## src/rtl/acc_split_pkg.sv

```systemverilog
// Shared constants, types and helpers for the beat splitter.
// Assumes a 32-bit bus of 8-bit lanes.
package acc_split_pkg;
    localparam int LANES  = 4;
    localparam int LANE_W = 8;
    localparam int OFF_W  = $clog2(LANES);
    localparam int CNT_W  = OFF_W + 1;

    typedef enum logic [1:0] {
        SEQ_IDLE,
        SEQ_FIRST,
        SEQ_SECOND,
        SEQ_REPLY
    } seq_state_e;

    // Map the size code to a byte count (codes 2 and 3 both mean a full word).
    function automatic logic [CNT_W-1:0] size_to_bytes(input logic [1:0] code);
        case (code)
            2'd0:    return CNT_W'(1);
            2'd1:    return CNT_W'(2);
            default: return CNT_W'(LANES);
        endcase
    endfunction
endpackage

```

## src/rtl/acc_lane_planner.sv

```systemverilog
// Works out, from the byte offset and operand size, whether a second beat is
// needed, and which strobes and lane data each beat carries.
// Assumes nbytes is between 1 and LANES.
module acc_lane_planner #(
    parameter int LANES  = 4,
    parameter int LANE_W = 8
) (
    input  logic [$clog2(LANES)-1:0]   off,
    input  logic [$clog2(LANES):0]     nbytes,
    input  logic [LANES*LANE_W-1:0]    wdata,
    output logic                       two_beats,
    output logic [LANES-1:0]           strb_lo,
    output logic [LANES-1:0]           strb_hi,
    output logic [LANES*LANE_W-1:0]    data_lo,
    output logic [LANES*LANE_W-1:0]    data_hi
);
    localparam int BUS_W = LANES * LANE_W;
    localparam int OFF_W = $clog2(LANES);
    localparam int CNT_W = OFF_W + 1;

    logic [LANES-1:0]     op_mask;
    logic [BUS_W-1:0]     op_data;
    logic [2*LANES-1:0]   wide_strb;
    logic [2*BUS_W-1:0]   wide_data;

    // Mark the operand bytes and zero the bytes above the operand size.
    for (genvar g = 0; g < LANES; g++) begin : g_lane
        assign op_mask[g] = (CNT_W'(g) < nbytes);
        assign op_data[g*LANE_W +: LANE_W] = op_mask[g] ? wdata[g*LANE_W +: LANE_W] : '0;
    end

    // Shift the operand across two words; the upper word spills into beat two.
    always_comb begin
        wide_strb = {{LANES{1'b0}}, op_mask} << off;
        wide_data = {{BUS_W{1'b0}}, op_data} << (32'(off) * LANE_W);
        strb_lo   = wide_strb[LANES-1:0];
        strb_hi   = wide_strb[2*LANES-1:LANES];
        data_lo   = wide_data[BUS_W-1:0];
        data_hi   = wide_data[2*BUS_W-1:BUS_W];
        two_beats = ({1'b0, off} + nbytes) > CNT_W'(LANES);
    end
endmodule

```

## src/rtl/acc_load_merger.sv

```systemverilog
// Joins the words from the two beats, shifts the operand down to byte 0 and
// zero-extends it. Assumes word_hi is only used when the operand spills over.
module acc_load_merger #(
    parameter int LANES  = 4,
    parameter int LANE_W = 8
) (
    input  logic [$clog2(LANES)-1:0]   off,
    input  logic [$clog2(LANES):0]     nbytes,
    input  logic [LANES*LANE_W-1:0]    word_lo,
    input  logic [LANES*LANE_W-1:0]    word_hi,
    output logic [LANES*LANE_W-1:0]    result
);
    localparam int BUS_W = LANES * LANE_W;
    localparam int CNT_W = $clog2(LANES) + 1;

    logic [2*BUS_W-1:0] joined;

    // Bring operand byte 0 down to the lowest lane.
    always_comb joined = {word_hi, word_lo} >> (32'(off) * LANE_W);

    // Keep the operand bytes and clear everything above the operand size.
    for (genvar g = 0; g < LANES; g++) begin : g_res
        assign result[g*LANE_W +: LANE_W] =
            (CNT_W'(g) < nbytes) ? joined[g*LANE_W +: LANE_W] : '0;
    end
endmodule

```

## src/rtl/acc_split_fsm.sv

```systemverilog
// Sequencer: idle, first beat, optional second beat, one reply cycle.
// Assumes bus_rdata and bus_err are valid on the handshake edge.
module acc_split_fsm
    import acc_split_pkg::*;
(
    input  logic clk,
    input  logic rst_n,
    input  logic start,
    input  logic two_beats,
    input  logic bus_ready,
    input  logic bus_err,
    output logic idle,
    output logic bus_valid,
    output logic second,
    output logic cap_lo,
    output logic cap_hi,
    output logic rsp_valid,
    output logic rsp_err
);
    seq_state_e state, state_nx;
    logic       err_q;

    // Choose the next state from the handshake outcome.
    always_comb begin
        state_nx = state;
        case (state)
            SEQ_IDLE:   if (start) state_nx = SEQ_FIRST;
            SEQ_FIRST:  if (bus_ready) state_nx = (two_beats && !bus_err) ? SEQ_SECOND : SEQ_REPLY;
            SEQ_SECOND: if (bus_ready) state_nx = SEQ_REPLY;
            default:    state_nx = SEQ_IDLE;
        endcase
    end

    // State register with synchronous reset.
    always_ff @(posedge clk) begin
        if (!rst_n) state <= SEQ_IDLE;
        else        state <= state_nx;
    end

    // Remember whether any beat of this sequence ended with an error.
    always_ff @(posedge clk) begin
        if (!rst_n || start)                 err_q <= 1'b0;
        else if (bus_valid && bus_ready)     err_q <= err_q | bus_err;
    end

    // Decode the state into control outputs.
    always_comb begin
        idle      = (state == SEQ_IDLE);
        bus_valid = (state == SEQ_FIRST) || (state == SEQ_SECOND);
        second    = (state == SEQ_SECOND);
        cap_lo    = (state == SEQ_FIRST)  && bus_ready;
        cap_hi    = (state == SEQ_SECOND) && bus_ready;
        rsp_valid = (state == SEQ_REPLY);
        rsp_err   = (state == SEQ_REPLY) && err_q;
    end

    assert_rsp_single_R7: assert property (@(posedge clk) disable iff (!rst_n)
        rsp_valid |=> !rsp_valid);
    assert_err_stops_R9: assert property (@(posedge clk) disable iff (!rst_n)
        (bus_valid && bus_ready && bus_err) |=> (!bus_valid && rsp_valid && rsp_err));
    assert_hold_valid_R10: assert property (@(posedge clk) disable iff (!rst_n)
        (bus_valid && !bus_ready) |=> bus_valid);
endmodule

```

## src/rtl/acc_split_seq.sv

```systemverilog
// Top: takes a load/store request, captures it, and drives one or two aligned
// bus beats through the planner and sequencer; the merger builds the load
// result. Assumes one request in flight and a bus that answers in the
// handshake cycle.
module acc_split_seq
    import acc_split_pkg::*;
#(
    parameter int ADDR_W = 32
) (
    input  logic                    clk,
    input  logic                    rst_n,
    input  logic                    req_valid,
    output logic                    req_ready,
    input  logic                    req_write,
    input  logic [1:0]              req_size,
    input  logic [ADDR_W-1:0]       req_addr,
    input  logic [LANES*LANE_W-1:0] req_wdata,
    output logic                    rsp_valid,
    output logic                    rsp_err,
    output logic [LANES*LANE_W-1:0] rsp_rdata,
    output logic                    bus_valid,
    input  logic                    bus_ready,
    output logic                    bus_write,
    output logic [ADDR_W-1:0]       bus_addr,
    output logic [LANES-1:0]        bus_strb,
    output logic [LANES*LANE_W-1:0] bus_wdata,
    input  logic [LANES*LANE_W-1:0] bus_rdata,
    input  logic                    bus_err
);
    localparam int BUS_W = LANES * LANE_W;

    logic              accept, two_beats, second, cap_lo, cap_hi, err_flag;
    logic [ADDR_W-1:0] addr_q;
    logic              write_q;
    logic [CNT_W-1:0]  nbytes_q;
    logic [BUS_W-1:0]  wdata_q, lo_q, hi_q, merged;
    logic [LANES-1:0]  strb_lo, strb_hi;
    logic [BUS_W-1:0]  data_lo, data_hi;

    assign accept = req_valid && req_ready;

    // Capture the request on acceptance.
    always_ff @(posedge clk) begin
        if (!rst_n) begin
            addr_q   <= '0;
            write_q  <= 1'b0;
            nbytes_q <= CNT_W'(1);
            wdata_q  <= '0;
        end else if (accept) begin
            addr_q   <= req_addr;
            write_q  <= req_write;
            nbytes_q <= size_to_bytes(req_size);
            wdata_q  <= req_wdata;
        end
    end

    // Hold the read words returned by each beat.
    always_ff @(posedge clk) begin
        if (!rst_n || accept) begin
            lo_q <= '0;
            hi_q <= '0;
        end else begin
            if (cap_lo) lo_q <= bus_rdata;
            if (cap_hi) hi_q <= bus_rdata;
        end
    end

    acc_lane_planner #(.LANES(LANES), .LANE_W(LANE_W)) u_plan (
        .off      (addr_q[OFF_W-1:0]),
        .nbytes   (nbytes_q),
        .wdata    (wdata_q),
        .two_beats(two_beats),
        .strb_lo  (strb_lo),
        .strb_hi  (strb_hi),
        .data_lo  (data_lo),
        .data_hi  (data_hi)
    );

    acc_load_merger #(.LANES(LANES), .LANE_W(LANE_W)) u_merge (
        .off    (addr_q[OFF_W-1:0]),
        .nbytes (nbytes_q),
        .word_lo(lo_q),
        .word_hi(hi_q),
        .result (merged)
    );

    acc_split_fsm u_fsm (
        .clk      (clk),
        .rst_n    (rst_n),
        .start    (accept),
        .two_beats(two_beats),
        .bus_ready(bus_ready),
        .bus_err  (bus_err),
        .idle     (req_ready),
        .bus_valid(bus_valid),
        .second   (second),
        .cap_lo   (cap_lo),
        .cap_hi   (cap_hi),
        .rsp_valid(rsp_valid),
        .rsp_err  (err_flag)
    );

    // Drive the current beat and the response.
    always_comb begin
        bus_addr  = {addr_q[ADDR_W-1:OFF_W], {OFF_W{1'b0}}} + (second ? ADDR_W'(LANES) : '0);
        bus_write = write_q;
        bus_strb  = second ? strb_hi : strb_lo;
        bus_wdata = write_q ? (second ? data_hi : data_lo) : '0;
        rsp_err   = err_flag;
        rsp_rdata = (rsp_valid && !write_q && !err_flag) ? merged : '0;
    end

    assert_aligned_R2: assert property (@(posedge clk) disable iff (!rst_n)
        bus_valid |-> (bus_addr[OFF_W-1:0] == '0));
    assert_second_addr_R2: assert property (@(posedge clk) disable iff (!rst_n)
        (bus_valid && bus_ready && !bus_err && !second && two_beats)
        |=> (bus_valid && bus_addr == $past(bus_addr) + ADDR_W'(LANES)));
    assert_strb_used_R4: assert property (@(posedge clk) disable iff (!rst_n)
        bus_valid |-> (bus_strb != '0));
    assert_reply_quiet_R7: assert property (@(posedge clk) disable iff (!rst_n)
        rsp_valid |-> (!bus_valid && !req_ready));
    assert_hold_fields_R10: assert property (@(posedge clk) disable iff (!rst_n)
        (bus_valid && !bus_ready) |=> ($stable(bus_addr) && $stable(bus_strb)
                                       && $stable(bus_wdata) && $stable(bus_write)));
endmodule

```

## config.mk

```make
export PLATFORM = sky130hd
export DESIGN_NAME = acc_split_seq
export DESIGN_NICKNAME = d
export VERILOG_FILES = /design/src/rtl/acc_split_pkg.sv /design/src/rtl/acc_lane_planner.sv /design/src/rtl/acc_load_merger.sv /design/src/rtl/acc_split_fsm.sv /design/src/rtl/acc_split_seq.sv
export SDC_FILE = /design/constraint.sdc
export NUM_CORES = 1
export LEC_CHECK = 0
export ABC_AREA = 1
export BUFFER_PORTS_ARGS = -buffer_cell sky130_fd_sc_hd__buf_2
export CAP_MARGIN = 20
export CORE_MARGIN = 1.5
export CORE_UTILIZATION = 30
export CTS_CLUSTER_SIZE = 10
export DETAILED_ROUTE_END_ITERATION = 10
export GPL_TIMING_DRIVEN = 0
export PLACE_DENSITY = 0.61
export SLEW_MARGIN = 20
export SYNTH_ARGS = -nofsm -noshare
export SYNTH_HDL_FRONTEND = slang
export SYNTH_HIERARCHICAL = 1
export SYNTH_SLANG_ARGS = --single-unit
```

## constraint.sdc

```tcl
create_clock -name clk -period 2.6 [get_ports clk]
set_clock_uncertainty 0.15 [all_clocks]
set_input_delay 0.39 -clock clk [delete_from_list [all_inputs] [get_ports clk]]
set_output_delay 0.39 -clock clk [all_outputs]
set_load 0.1 [all_outputs]
```

**Yosys cells after proc, flatten, opt, wreduce, memory -nomap -nowiden**

Index checks and enable logic that the tools add are counted.

- Add/subtract/negate cells: 2
- Magnitude comparators: 5
- Equality and inequality tests: 7
- Shift-type cells: 3
- Mux-type cells: 19
- Bitwise logic cells: 1
- Reductions and logical operators: 17

Operator list:

| kind | count |
|---|---|
| $mux 32 | 3 |
| $mux 8 | 8 |
| $shl 32x5->64 | 1 |
| $shr 64x5->32 | 1 |
| $add 32x3->32 | 1 |
| $logic_and 1x1->1 | 8 |
| $shl 4x2->8 | 1 |
| $lt 1x3->1 const A | 2 |
| $lt 2x3->1 const A | 2 |
| $mux 2 | 3 |
| $pmux 2 s3 | 1 |
| $pmux 3 s2 | 1 |
| $eq 2x1->1 const B | 2 |
| $eq 2x2->1 const B | 2 |
| $logic_not 1->1 | 4 |
| $logic_not 2->1 | 2 |
| $mux 4 | 1 |
| $ne 2x2->1 const B | 2 |
| $add 2x3->3 | 1 |
| $gt 3x3->1 const B | 1 |
| $mux 3 | 1 |
| $reduce_and 3->1 | 1 |
| $logic_or 1x1->1 | 2 |
| $ne 2x1->1 const B | 1 |
| other kinds (2) | 2 |

- Register bits: 135
- Bits of input ports: 104
- Output and inout bits: 105
- Word-level logic and storage cells: 62

**Longest topological paths before layout**

- Depth after elaboration: 6
- Mapped depth: 11
- Mapped depth without buffers: 11

**Hierarchy**

The synthesis kept the hierarchy.

Modules (own cells, without submodules):

| module | instances | cells an instance | area each (µm²) | sequential area each (µm²) |
|---|---|---|---|---|
| acc_split_seq | 1 | 934 | 6,184.7 | 2,642.5 |
| acc_load_merger | 1 | 295 | 1,217.4 | 0.0 |
| acc_lane_planner | 1 | 246 | 1,117.3 | 0.0 |
| acc_split_fsm | 1 | 37 | 265.3 | 60.1 |

**Least setup slack after synthesis**

Ideal clock, no wire load.

- Kind: register to output
- From: register u_fsm.state[0]
- To: output port rsp_rdata[10]
- Data arrival time: 3.306 ns
- Required time: 2.060 ns
- Setup slack: -1.246 ns
- Stages on the path, launching flop included: 7
- Buffers on the path: 1
- Cell sequence: dfxtp_1 > ha_1 > nand2_1 > inv_1 > nand3b_1 > buf_2 > nor2_1

- Word-level cells in the longest chain between the ends: 5
- Elaborated cells between the ends (all ways): 6
- Those cells by class: 1 x eq/ne; 1 x mux; 4 x reduce/logical

RTL lines:

| what | RTL line | text |
|---|---|---|
| from (decl) | acc_split_fsm.sv:20 | `seq_state_e state, state_nx;` |
| from (signal assigned) | acc_split_fsm.sv:37 | `else state <= state_nx;` |
| $eq 2x2->1 | acc_split_fsm.sv:53 | `rsp_valid = (state == SEQ_REPLY);` |
| named net rsp_valid | acc_split_seq.sv:18 | `output logic rsp_valid,` |
| $logic_and 1x1->1 | acc_split_fsm.sv:54 | `rsp_err = (state == SEQ_REPLY) && err_q;` |
| named net rsp_err | acc_split_seq.sv:19 | `output logic rsp_err,` |
| $logic_not 1->1 | acc_split_seq.sv:110 | `rsp_rdata = (rsp_valid && !write_q && !err_flag) ? merged : '0;` |
| $logic_and 1x1->1 | acc_split_seq.sv:110 |  |
| $mux 32 | acc_split_seq.sv:110 |  |
| to (decl) | acc_split_seq.sv:20 | `output logic [LANES*LANE_W-1:0] rsp_rdata,` |

The timed path passes the listed nets, and every way through them passes these cells.

**Worst setup path in the final report**

- From: register u_fsm.state[0]
- To: output port bus_addr[20]

- Word-level cells in the longest chain between the ends: 3

RTL lines:

| what | RTL line | text |
|---|---|---|
| $eq 2x2->1 | acc_split_fsm.sv:50 | `second = (state == SEQ_SECOND);` |
| named net second | acc_split_seq.sv:32 | `logic accept, two_beats, second, cap_lo, cap_hi, err_flag;` |
| $mux 3 | acc_split_seq.sv:105 | `bus_addr = {addr_q[ADDR_W-1:OFF_W], {OFF_W{1'b0}}} + (second ? ADDR_W'(LANES) : '0);` |
| $add 32x3->32 | acc_split_seq.sv:105 |  |
| to (decl) | acc_split_seq.sv:24 | `output logic [ADDR_W-1:0] bus_addr,` |

The timed path passes the listed nets, and every way through them passes these cells.

==> results.toml <==
[outcome]
outcome = "finished, violations left"
violations = "negative setup slack"

[placed_design]
dpl.hpwl_um = 25700
placedCellCount = 2073
place_congestion = 0.930
io_buffers = 206

[final_layout]
synthToLayoutAreaGrowth_pct = 58.5
final_nets = 1859
stdcell_count = 2137
num_antenna_cells = 0
drive_gt1_frac = 0.312

[critical_path]
cp.required_ns = 2.06
critPathArrivalTime_ns = 2.16
crit_type = "reg2out"
timing.rr.end = "wdata_q[21]"
crit_path_top_delay_cell = "dfxtp_4"
r2r_cells = 9
reg2reg_setup_slack_ns = 0.23
reg2reg_from = "u_fsm/state[0]"
slowest_delay_ns = 0.36
start_kind = "register"
endpoint_kind = "output port"
cp_cell_sequence = "inv_8 -> ha_4 -> ha_4 -> nand2_4 -> buf_4 -> nor2_4 -> nand2_2 -> nor2_4 -> nand2_1 -> nand2_1 -> nand2_2 -> buf_12"
cp_max_fo = 5

[timing]
setup_ws_ns = -0.103
relSlewSlack = 0.590
fmax_ghz = 0.370
slew_viol_final = 0
rsz0062_at_grt = "true"
tightestPinTransition_ns = 0.615
period_share = 1.04
finalSetupViolCount = 21
setup-tns-final_ns = -1.55
timing.hold.ws_ns = 0.0694
hold_viol = 0
min_period_ns = 2.70

[grt]
antenna_found_initial = 3
grt_pass1_wl_um = 51900
use_met1 = 0.284
overflow = 0
grt-busiest-layer = "met2"
use_met2 = 0.398
grt_max_degree = 17
grt_pass1_vias = 9814
met3_usage = 0.0435
grt_usage = 0.231

[clocking]
cts-root-buf = "clkbuf_16"
cts_buffers = 17
cts_tree = "done"
clkTransAtPathRegs_ns = 0.06
cts_buffer_depth = 2
cts.sinks = 127
cts_max_level = 4
cts_hold_buf = 0
insertion_delay_ns = 0.41

[hold_path]
hold_end = "nbytes_q[1]"
min_from = "req_size[0]"
hold_path_class = "in2reg"
min_path_cells = 3

[drt]
via_count = 10200
totalWireLength_um = 34900
drt_iter0_markers = 692
drtPass1Iterations = 5
postRouteAntennaNets = 0
vias_per_cell = 4.79
drc = 0
wl_per_cell_um = 16.3

[power_and_ir_drop]
p_leak_nw = 5.62
swShare = 0.523
p_clk_frac = 0.184
ir_worst_vdd_uv = 655
p_comb_frac = 0.586
switchingPower_w = 0.00674
internal-power_w = 0.00615
seqPwrFrac = 0.230
p_per_area_nw_per_um2 = 954

[floorplanning]
fp-row-count = 61
initial_core_util = 0.306
core-area_sq_um = 27900
die_height_um = 172
io_pins = 209
die_w_um = 172
dieArea_sq_um = 29400

[run]
maxCapViolations = 0

[yosys]
yosysWarnings = 6
syn_inst = 1480
synth_area_sq_um = 8520
post_synth.cell_area_avg_sq_um = 5.76
## cell usage in the layout (no fill, tap or decap), drive strengths merged
master / instances
o311ai: 1
o21ai: 116
xnor2: 4
xor2: 10
clkbuf: 51
nand2: 464
and2: 1
o21bai: 2
o22ai: 1
nand3: 84
clkinvlp: 7
clkinv: 6
bufinv: 2
inv: 141
ha: 8
nor2: 313
dfxtp: 127
a21oi: 104
fa: 1
buf: 297
nand3b: 8
conb: 11
## worst max-delay path by stage
stage	end	from
after global placement	bus_addr[31]	u_fsm/state[0]
after CTS	bus_addr[19]	u_fsm/state[0]
after detailed placement	bus_addr[31]	u_fsm/state[0]
after floorplan	rsp_rdata[11]	u_fsm/state[0]
after global routing	bus_addr[30]	u_fsm/state[0]
final	bus_addr[20]	u_fsm/state[0]
## per-stage QoR
| step | cell area [sq um] | setup slack [ns] | power, W | util |
|---|---|---|---|---|
| floorplan | 9380 | -0.346 | 0.00777 | - |
| global placement | 10900 | -0.424 | 0.00916 | 0.391 |
| detailed placement | 10900 | -0.428 | 0.00919 | 0.391 |
| CTS | 12700 | -0.221 | 0.0125 | 0.454 |
| global route | 13500 | -0.232 | 0.0135 | 0.485 |
| finish | 13500 | -0.103 | 0.0129 | 0.485 |
## power groups by stage
stage          sequential [W]  clock (W)  combinational, W
2_1_floorplan         0.00279          0           0.00498
3_3_place_gp          0.00294          0           0.00623
3_5_place_dp          0.00295          0           0.00624
4_1_cts               0.00294    0.00240           0.00712
5_1_grt               0.00302    0.00250           0.00802
6_report              0.00296    0.00237           0.00756
## per-layer routing
metal / share of wire / wire length (um)
met5: 0.0011 / 38
met4: 0.032 / 1110
met3: 0.065 / 2270
met2: 0.49 / 17200
met1: 0.41 / 14200
## sequential cells by signal, indices dropped and copies added, names as in the netlist
signal	flops
addr_q	32
lo_q	32
wdata_q	32
hi_q	24
nbytes_q	3
u_fsm/state	2
bus_write	1
u_fsm/err_q	1
## critical path, delay by kind of cell (launching register included)
family        cells  cell delay, ns
buf+inv           3            0.37
flops             1            0.36
fa+ha+maj         2            0.32
simple gates      7            0.69
## layout make-up
type | count | area [sq um]
fill | 2773 | 14300
multi-input combinational | 1128 | 6090
timing repair buffer | 237 | 2580
sequential | 127 | 2570
buffer | 92 | 647
inverter | 143 | 572
tap | 378 | 473
clock buffer | 19 | 443
clock inverter | 13 | 139
## timing repair
action / in CTS / in global routing
endpoints found under the setup margin: 97 / 91
gates resized for setup: 357 / 173
pin swaps: 27 / 38
gates cloned: 0 / 6
setup buffers: 9 / 20
No activity file was read; power rests on OpenSTA's default activity.
